[config.mk]
export PLATFORM = sky130hd
export DESIGN_NAME = adc_acq_clkgen
export DESIGN_NICKNAME = d
export VERILOG_FILES = /design/src/rtl/adc_ckgen_pkg.sv /design/src/rtl/ckg_pre_div.sv /design/src/rtl/ckg_conv_div.sv /design/src/rtl/ckg_acq_win.sv /design/src/rtl/adc_acq_clkgen.sv
export SDC_FILE = /design/constraint.sdc
export NUM_CORES = 1
export LEC_CHECK = 0
export CORE_MARGIN = 2
export CORE_UTILIZATION = 48
export DETAILED_ROUTE_END_ITERATION = 10
export PLACE_DENSITY = 0.78
export SLEW_MARGIN = 20
export SYNTH_ARGS = -nofsm -noshare
export SYNTH_HDL_FRONTEND = slang
export SYNTH_HIERARCHICAL = 1
export SYNTH_SLANG_ARGS = --single-unit
export TNS_END_PERCENT = 100
[constraint.sdc]
create_clock -name clk -period 2.11 [get_ports clk]
set_input_delay 0.633 -clock clk [delete_from_list [all_inputs] [get_ports clk]]
set_output_delay 0.633 -clock clk [all_outputs]
set_load 0.05 [all_outputs]
[src/rtl/adc_ckgen_pkg.sv]
package adc_ckgen_pkg;

   typedef enum logic [1:0] {
      ACQ_IDLE   = 2'd0,
      ACQ_ARMED  = 2'd1,
      ACQ_SAMPLE = 2'd2
   } acq_state_e;

endpackage

[src/rtl/ckg_pre_div.sv]
module ckg_pre_div #(
   parameter int PRE_W = 4
) (
   input  logic             clk,
   input  logic             rst_n,
   input  logic [PRE_W-1:0] pre_code,
   output logic             fclk_ce
);
   localparam int CNT_W = PRE_W + 1;

   logic [PRE_W-1:0] act_code;
   logic [CNT_W-1:0] cnt;
   logic [CNT_W-1:0] lim;
   logic             at_end;

   // code 0 bypasses (terminal every cycle), else terminal after 2*code cycles
   always_comb begin
      if (act_code == '0) lim = '0;
      else                lim = ({1'b0, act_code} << 1) - CNT_W'(1);
   end

   assign at_end = (cnt == lim);

   always_ff @(posedge clk or negedge rst_n) begin
      if (!rst_n) begin
         act_code <= '0;
         cnt      <= '0;
         fclk_ce  <= 1'b0;
      end else if (at_end) begin
         cnt      <= '0;
         act_code <= pre_code;
         fclk_ce  <= 1'b1;
      end else begin
         cnt      <= cnt + CNT_W'(1);
         fclk_ce  <= 1'b0;
      end
   end
endmodule

[src/rtl/ckg_conv_div.sv]
module ckg_conv_div (
   input  logic clk,
   input  logic rst_n,
   input  logic fclk_ce,
   input  logic half_sel,
   output logic conv_ce
);
   logic ph;
   logic act_half;

   assign conv_ce = fclk_ce & (~act_half | ph);

   always_ff @(posedge clk or negedge rst_n) begin
      if (!rst_n) begin
         ph       <= 1'b0;
         act_half <= 1'b0;
      end else if (fclk_ce) begin
         if (conv_ce) begin
            ph       <= 1'b0;
            act_half <= half_sel;
         end else begin
            ph       <= 1'b1;
         end
      end
   end
endmodule

[src/rtl/ckg_acq_win.sv]
module ckg_acq_win
   import adc_ckgen_pkg::*;
#(
   parameter int ACQ_W = 4
) (
   input  logic             clk,
   input  logic             rst_n,
   input  logic             conv_ce,
   input  logic             start_req,
   input  logic [ACQ_W-1:0] acq_len,
   output logic             smp_win,
   output logic             conv_go
);
   acq_state_e       state;
   logic [ACQ_W-1:0] left;

   always_ff @(posedge clk or negedge rst_n) begin
      if (!rst_n) begin
         state   <= ACQ_IDLE;
         left    <= '0;
         smp_win <= 1'b0;
         conv_go <= 1'b0;
      end else begin
         conv_go <= 1'b0;
         case (state)
            ACQ_IDLE: begin
               if (start_req) state <= ACQ_ARMED;
            end
            ACQ_ARMED: begin
               if (conv_ce) begin
                  state   <= ACQ_SAMPLE;
                  smp_win <= 1'b1;
                  left    <= acq_len;
               end
            end
            ACQ_SAMPLE: begin
               if (conv_ce) begin
                  if (left == '0) begin
                     smp_win <= 1'b0;
                     conv_go <= 1'b1;
                     state   <= ACQ_IDLE;
                  end else begin
                     left <= left - ACQ_W'(1);
                  end
               end
            end
            default: state <= ACQ_IDLE;
         endcase
      end
   end
endmodule

[src/rtl/adc_acq_clkgen.sv]
module adc_acq_clkgen #(
   parameter int PRE_W = 4,
   parameter int ACQ_W = 4
) (
   input  logic             clk,
   input  logic             rst_n,
   input  logic [PRE_W-1:0] pre_code,
   input  logic             conv_half,
   input  logic [ACQ_W-1:0] acq_len,
   input  logic             start_req,
   output logic             conv_ce,
   output logic             smp_win,
   output logic             conv_go
);
   if (PRE_W < 1 || PRE_W > 8) begin : g_bad_pre_w
      $error("PRE_W must lie in 1..8");
   end
   if (ACQ_W < 1 || ACQ_W > 8) begin : g_bad_acq_w
      $error("ACQ_W must lie in 1..8");
   end

   logic fclk_ce;

   ckg_pre_div #(.PRE_W(PRE_W)) u_pre (
      .clk      (clk),
      .rst_n    (rst_n),
      .pre_code (pre_code),
      .fclk_ce  (fclk_ce)
   );

   ckg_conv_div u_cdiv (
      .clk      (clk),
      .rst_n    (rst_n),
      .fclk_ce  (fclk_ce),
      .half_sel (conv_half),
      .conv_ce  (conv_ce)
   );

   ckg_acq_win #(.ACQ_W(ACQ_W)) u_win (
      .clk       (clk),
      .rst_n     (rst_n),
      .conv_ce   (conv_ce),
      .start_req (start_req),
      .acq_len   (acq_len),
      .smp_win   (smp_win),
      .conv_go   (conv_go)
   );
endmodule

# After elaboration in Yosys (flattened, before gate mapping)
# Index checks and enable logic that the tools add are counted.
# op_classes
shifts	0
n_mul	0
n_mux	20
div_mod_pow	0
add_sub_neg	3
n_eq_ne	8
bitwise_logic	3
magnitude_cmp	0
n_reduce_logical	8
# ops
operator	n
$mux 4	3
$reduce_and 4->1	3
$mux 5	2
$logic_not 4->1	2
$mux 1	8
$mux 2	4
$ne 2x2->1 const B	4
$pmux 4 s2	1
$pmux 2 s3	1
$add 5x1->5 const B	1
$eq 5x5->1	1
$sub 5x1->5 const B	1
$sub 4x1->4 const B	1
$eq 2x1->1 const B	1
$eq 2x2->1 const B	1
$logic_not 2->1	1
$ne 2x1->1 const B	1
$pmux 1 s2	1
$reduce_and 2->1	1
$reduce_bool 2->1	1
$and 1x1->1	1
$not 1->1	1
$or 1x1->1	1
# totals
mem_bits_rw	0
inputBits	12
out_inout_bits	3
reg_bits	20
memories	0
latch_bits	0
romBits	0

# Logic depth before layout (Yosys ltp)
# depth
ltp_word	5
mapped_depth	6

# By module
# Netlist, hierarchy kept.
# by_module_without_submodules
mod	seq_area_each_um2	instances	area_per_inst_um2	cells_per_inst
ckg_pre_div	250.2	1	565.5	54
ckg_acq_win	200.2	1	508.0	50
ckg_conv_div	50.0	1	86.3	8

# Worst setup path before layout
# Ideal clock, no wire load.
# synth_path
path_type	register to register
start	register u_pre.fclk_ce
end	register u_win.left[1]
required_time_ns	2.031
n_path_buf	0
setup_ns	0.079
slack_ns	-0.725
stages_incl_launch_ff	5
arrival_time_ns	2.755
path_cell_list	dfrtp_1 -> a21boi_0 -> inv_1 -> o31ai_2 -> mux2i_1
# synth_via
elab_chain_len	3
# synth_lines
element	line_no	rtl
start: declaration	ckg_pre_div.sv:7	output logic fclk_ce
start signal: assignment	ckg_pre_div.sv:28	fclk_ce <= 1'b0;
start signal: assignment	ckg_pre_div.sv:32	fclk_ce <= 1'b1;
start signal: assignment	ckg_pre_div.sv:35	fclk_ce <= 1'b0;
$and 1x1->1 (*)	ckg_conv_div.sv:11	assign conv_ce = fclk_ce & (~act_half | ph);
via conv_ce	adc_acq_clkgen.sv:11	output logic conv_ce,
$ne 2x2->1 (no line)	--	
$reduce_and 4->1 (no line) (*)	--	
end signal: assignment	ckg_acq_win.sv:33	left <= acq_len;
end signal: assignment	ckg_acq_win.sv:43	left <= left - ACQ_W'(1);
end: declaration	ckg_acq_win.sv:15	logic [ACQ_W-1:0] left;
# Mark *: on every way through the listed nets, which the timed path passes. The rest lies on a longest branch.
# A chain may end at the register's enable or synchronous reset.

# Final worst setup path
# layout_path
start	register u_pre.act_code[0]
end	register u_pre.act_code[3]
# layout_via
elab_chain_len	3
# layout_lines
element	line_no	rtl
start: declaration	ckg_pre_div.sv:11	logic [PRE_W-1:0] act_code;
start signal: assignment	ckg_pre_div.sv:31	act_code <= pre_code;
$sub 5x1->5 / $logic_not 4->1 (equally long branches)	ckg_pre_div.sv:19, ckg_pre_div.sv:18	
$mux 5 (*)	ckg_pre_div.sv:18	if (act_code == '0) lim = '0;
$eq 5x5->1 (*)	ckg_pre_div.sv:22	assign at_end = (cnt == lim);
via u_pre.at_end	ckg_pre_div.sv:14	logic at_end;
# Marks and branches as above.

==> flow_summary_export.csv <==
group,metric,value,unit
run_status,status,"finished clean",
yosys,synth_top_flop_cell,"dfrtp_1",
clocking,htreeDepth,1,
setup_path,cp_slowest_cell,"or4b_1",
clocking,numCtsBuffers,3,
setup_path,reg2reg_depth,5,
power_and_ir_drop,p_leak,0.612,nW
yosys,netlist.area_leader.share,43.1,%
global_route,grt_usage,18.5,%
placed_design,port_buffers,14,
power_and_ir_drop,p_per_area,1370,mW/mm2
route,drt_iter0_drc,10,
yosys,synth.net_count,126,
route,route.antenna.remaining_nets,0,
setup_path,path_delay_family,"simple AND/OR/NAND/NOR gates",
yosys,ys_types,41,
clocking,cts_root_buf,"clkbuf_4",
timing,hold_violations,0,
yosys,synth_top_cell_by_area,"dfrtp_1",
route,wl,2120,um
clocking,tritoncts,"yes",
power_and_ir_drop,p_seq_share,39.5,%
timing,slew_headroom,66.6,%
timing,period_needed,1990,ps
setup_path,path_class,"flop to flop",
clocking,cts_buffer_depth,2,
yosys,ys_async_sr_fraction,100,%
setup_path,worst_setup_path_end_kind,"flop",
route,dr.pass1.iters,4,
timing,rsz0062_at_grt,"yes",
timing,finalCritPeriodShare,94.1,%
final_layout,fin_util,61.8,%
power_and_ir_drop,vdd.ir_drop.worst,0.000786,V
run,drv_cap,0,
die,ios,15,
die,fp-row-count,17,
yosys,netlist_area,0.00116,mm2
route,detail_route.wl_per_cell,13.5,um
final_layout,diodes,0,
yosys,ys_top_cells_by_area,"dfrtp_1 (43%), mux2_2 (4.9%), nor2_1 (3.6%)",
yosys,avgSynthCellArea,10.4,um2
hold_path,hold_path_depth,1,
global_route,grt_use_met3,5.93,%
timing,fmax,504,MHz
power_and_ir_drop,pwr-share-comb,43.9,%
yosys,synth-edff-count,0,
timing,clock_skew,7.15,ps
setup_path,startpoint_type,"flop",
die,chipWidth,53.2,um
yosys,ys_seq_area_share,43.1,%
final_layout,area.growth.synth_to_final,20.2,%
setup_path,cp_cell_sequence,"or4b_1, o21ai_0, nand3_1, a221oi_4, mux2_2",
setup_path,critPathBufInv,0,
route,vias_per_cell,5.56,
hold_path,hold_class,"flop to flop",
final_layout,final_layout_size_suffix_gt1_share,19.4,%
placed_design,routabilityCongestion,0.835,
timing,whs,531,ps
global_route,grt_overflow,0,
setup_path,crit_arrival,2190,ps
yosys,yosys_warnings,6,
die,die_area,0.00283,mm2
global_route,grtUsageMet2,29.8,%
route,via_count,873,
power_and_ir_drop,power,0.00191,W
yosys,ys_seq_elements,20,
global_route,grt_first_pass_wirelength,3660,um
die,core,0.00225,mm2
power_and_ir_drop,p_int,0.00117,W
power_and_ir_drop,p_switching,0.000739,W
timing,tightest_slew,500,ps
final_layout,fin_nets,144,
clocking,cts_setup_buffers,0,
timing,setup_viol,0,
yosys,synth_cells,112,
clocking,numClockSinks,20,
power_and_ir_drop,swShare,38.7,%
global_route,globalRoute.busiestLayer,"met2",
setup_path,crit_fanout,5,
power_and_ir_drop,clock_power_share,16.6,%
placed_design,pre_cts_ws,128,ps
setup_path,slowest_delay,520,ps
global_route,use_met1,22.7,%
die,die_height,53.2,um
global_route,grt_pass1_vias,843,
timing,slew_violations,0,
global_route,antenna_found_initial,0,
setup_path,r2r_setup_slack,120,ps
placed_design,hpwl,1640,um
global_route,grt_max_degree,21,
setup_path,path_depth,5,
setup_path,cp.required,2320,ps
timing,setup_ws,124,ps
die,initial_core_util,51.4,%
route,drc,0,
clocking,clk_pin_slew_worst_paths,120,ps
clocking,worstSkewPairLatency,310,ps
## synth_stat cells (2+ instances only)
| library cell | number |
|---|---|
| mux2i_1 | 3 |
| nor3_1 | 3 |
| nand2_1 | 4 |
| a21oi_1 | 5 |
| ha_1 | 2 |
| xnor2_1 | 2 |
| dfrtp_1 | 20 |
| xor2_1 | 3 |
| mux2_2 | 5 |
| nor2_1 | 11 |
| buf_2 | 3 |
| nand2b_1 | 3 |
| buf_6 | 3 |
| nand3_1 | 5 |
| nand3b_1 | 3 |
| inv_1 | 5 |
| nor3b_1 | 2 |
| o21ai_0 | 7 |
## power groups by stage
stage / registers (W) / logic [W] / clock network, W
2_1_floorplan: 0.000697 / 0.000695 / 0
3_3_place_gp: 0.000745 / 0.000810 / 0
3_5_place_dp: 0.000760 / 0.000849 / 0
4_1_cts: 0.000752 / 0.000851 / 0.000325
5_1_grt: 0.000781 / 0.000939 / 0.000342
6_report: 0.000754 / 0.000839 / 0.000316
## layout make-up
type	count	area, um2
Clock buffer	3	22.5
Clock inverter	1	30.0
Fill cell	205	861
Inverter	5	18.8
Multi-Input combinational cell	80	592
Sequential cell	20	500
Tap cell	28	35.0
Timing Repair Buffer	20	195
## per-stage QoR
step	cells	instance area, um2	TNS [ps]
2_1_floorplan	112	1160	0
3_3_place_gp	153	1340	0
3_5_place_dp	153	1340	0
4_1_cts	157	1390	0
5_1_grt	157	1390	-13.6
6_report	157	1390	0
## kinds of logic (layout without fill, tap and decap cells)
group | after synthesis | in the layout | share of synthesized area [%]
AND/OR/NAND/NOR | 41 | 41 | 21.5
AO/OA/AOI/OAI | 24 | 24 | 15.9
flip-flops | 20 | 20 | 43.1
buffers and inverters | 12 | 29 | 6.15
multiplexers | 8 | 8 | 7.44
XOR/XNOR | 5 | 5 | 3.78
adder cells (fa/ha/maj) | 2 | 2 | 2.16
## path summary, 6_finish.rpt
path,startpoint,endpoint
max,u_pre/act_code[0]$_DFFE_PN0N_,u_pre/act_code[3]$_DFFE_PN0N_
min,u_pre/cnt[0]$_DFF_PN0_,u_pre/cnt[0]$_DFF_PN0_
max reg2reg,u_pre/act_code[0]$_DFFE_PN0N_,u_pre/act_code[3]$_DFFE_PN0N_
min reg2reg,u_pre/cnt[0]$_DFF_PN0_,u_pre/cnt[0]$_DFF_PN0_
max in group asynchronous,rst_n,u_pre/cnt[3]$_DFF_PN0_
min in group asynchronous,rst_n,u_win/state[1]$_DFFE_PN0P_
## cells in the final DEF (no fill, tap or decap), types with 2 or more instances in the layout
cell type	Yosys	final
nand2_1	4	4
mux2i_1	3	3
xnor2_1	2	2
ha_1	2	2
a21oi_1	5	5
xor2_1	3	3
buf_4	0	7
nand3b_1	3	3
nor2_1	11	11
nor3_1	3	3
nor3b_1	2	2
mux2_2	5	5
inv_1	5	5
o21ai_0	7	7
clkdlybuf4s50_1	0	11
nand2b_1	3	3
nand3_1	5	5
dfrtp_1	20	20
clkbuf_4	0	3
## timing repair
| action | 4_1_cts | 5_1_grt |
|---|---|---|
| gates resized for setup | 0 | 1 |
| setup endpoints to repair | 0 | 4 |
| hold buffers | 0 | 0 |
## layer usage
| layer | part of all wire, % | vias up |
|---|---|---|
| met3 | 4.3 | 5 |
| met1 | 48 | 417 |
| li1 | - | 434 |
| met5 | 0 | - |
| met2 | 46 | 17 |
| met4 | 1.6 | 0 |
## registers in the layout, indices dropped and copies added, names as in the netlist
signal           cells
u_pre/fclk_ce        1
u_cdiv/ph            1
u_cdiv/act_half      1
u_win/smp_win        1
u_win/state          2
u_pre/act_code       4
u_win/left           4
u_pre/cnt            5
u_win/conv_go        1
(Power assumes the default switching activity.)
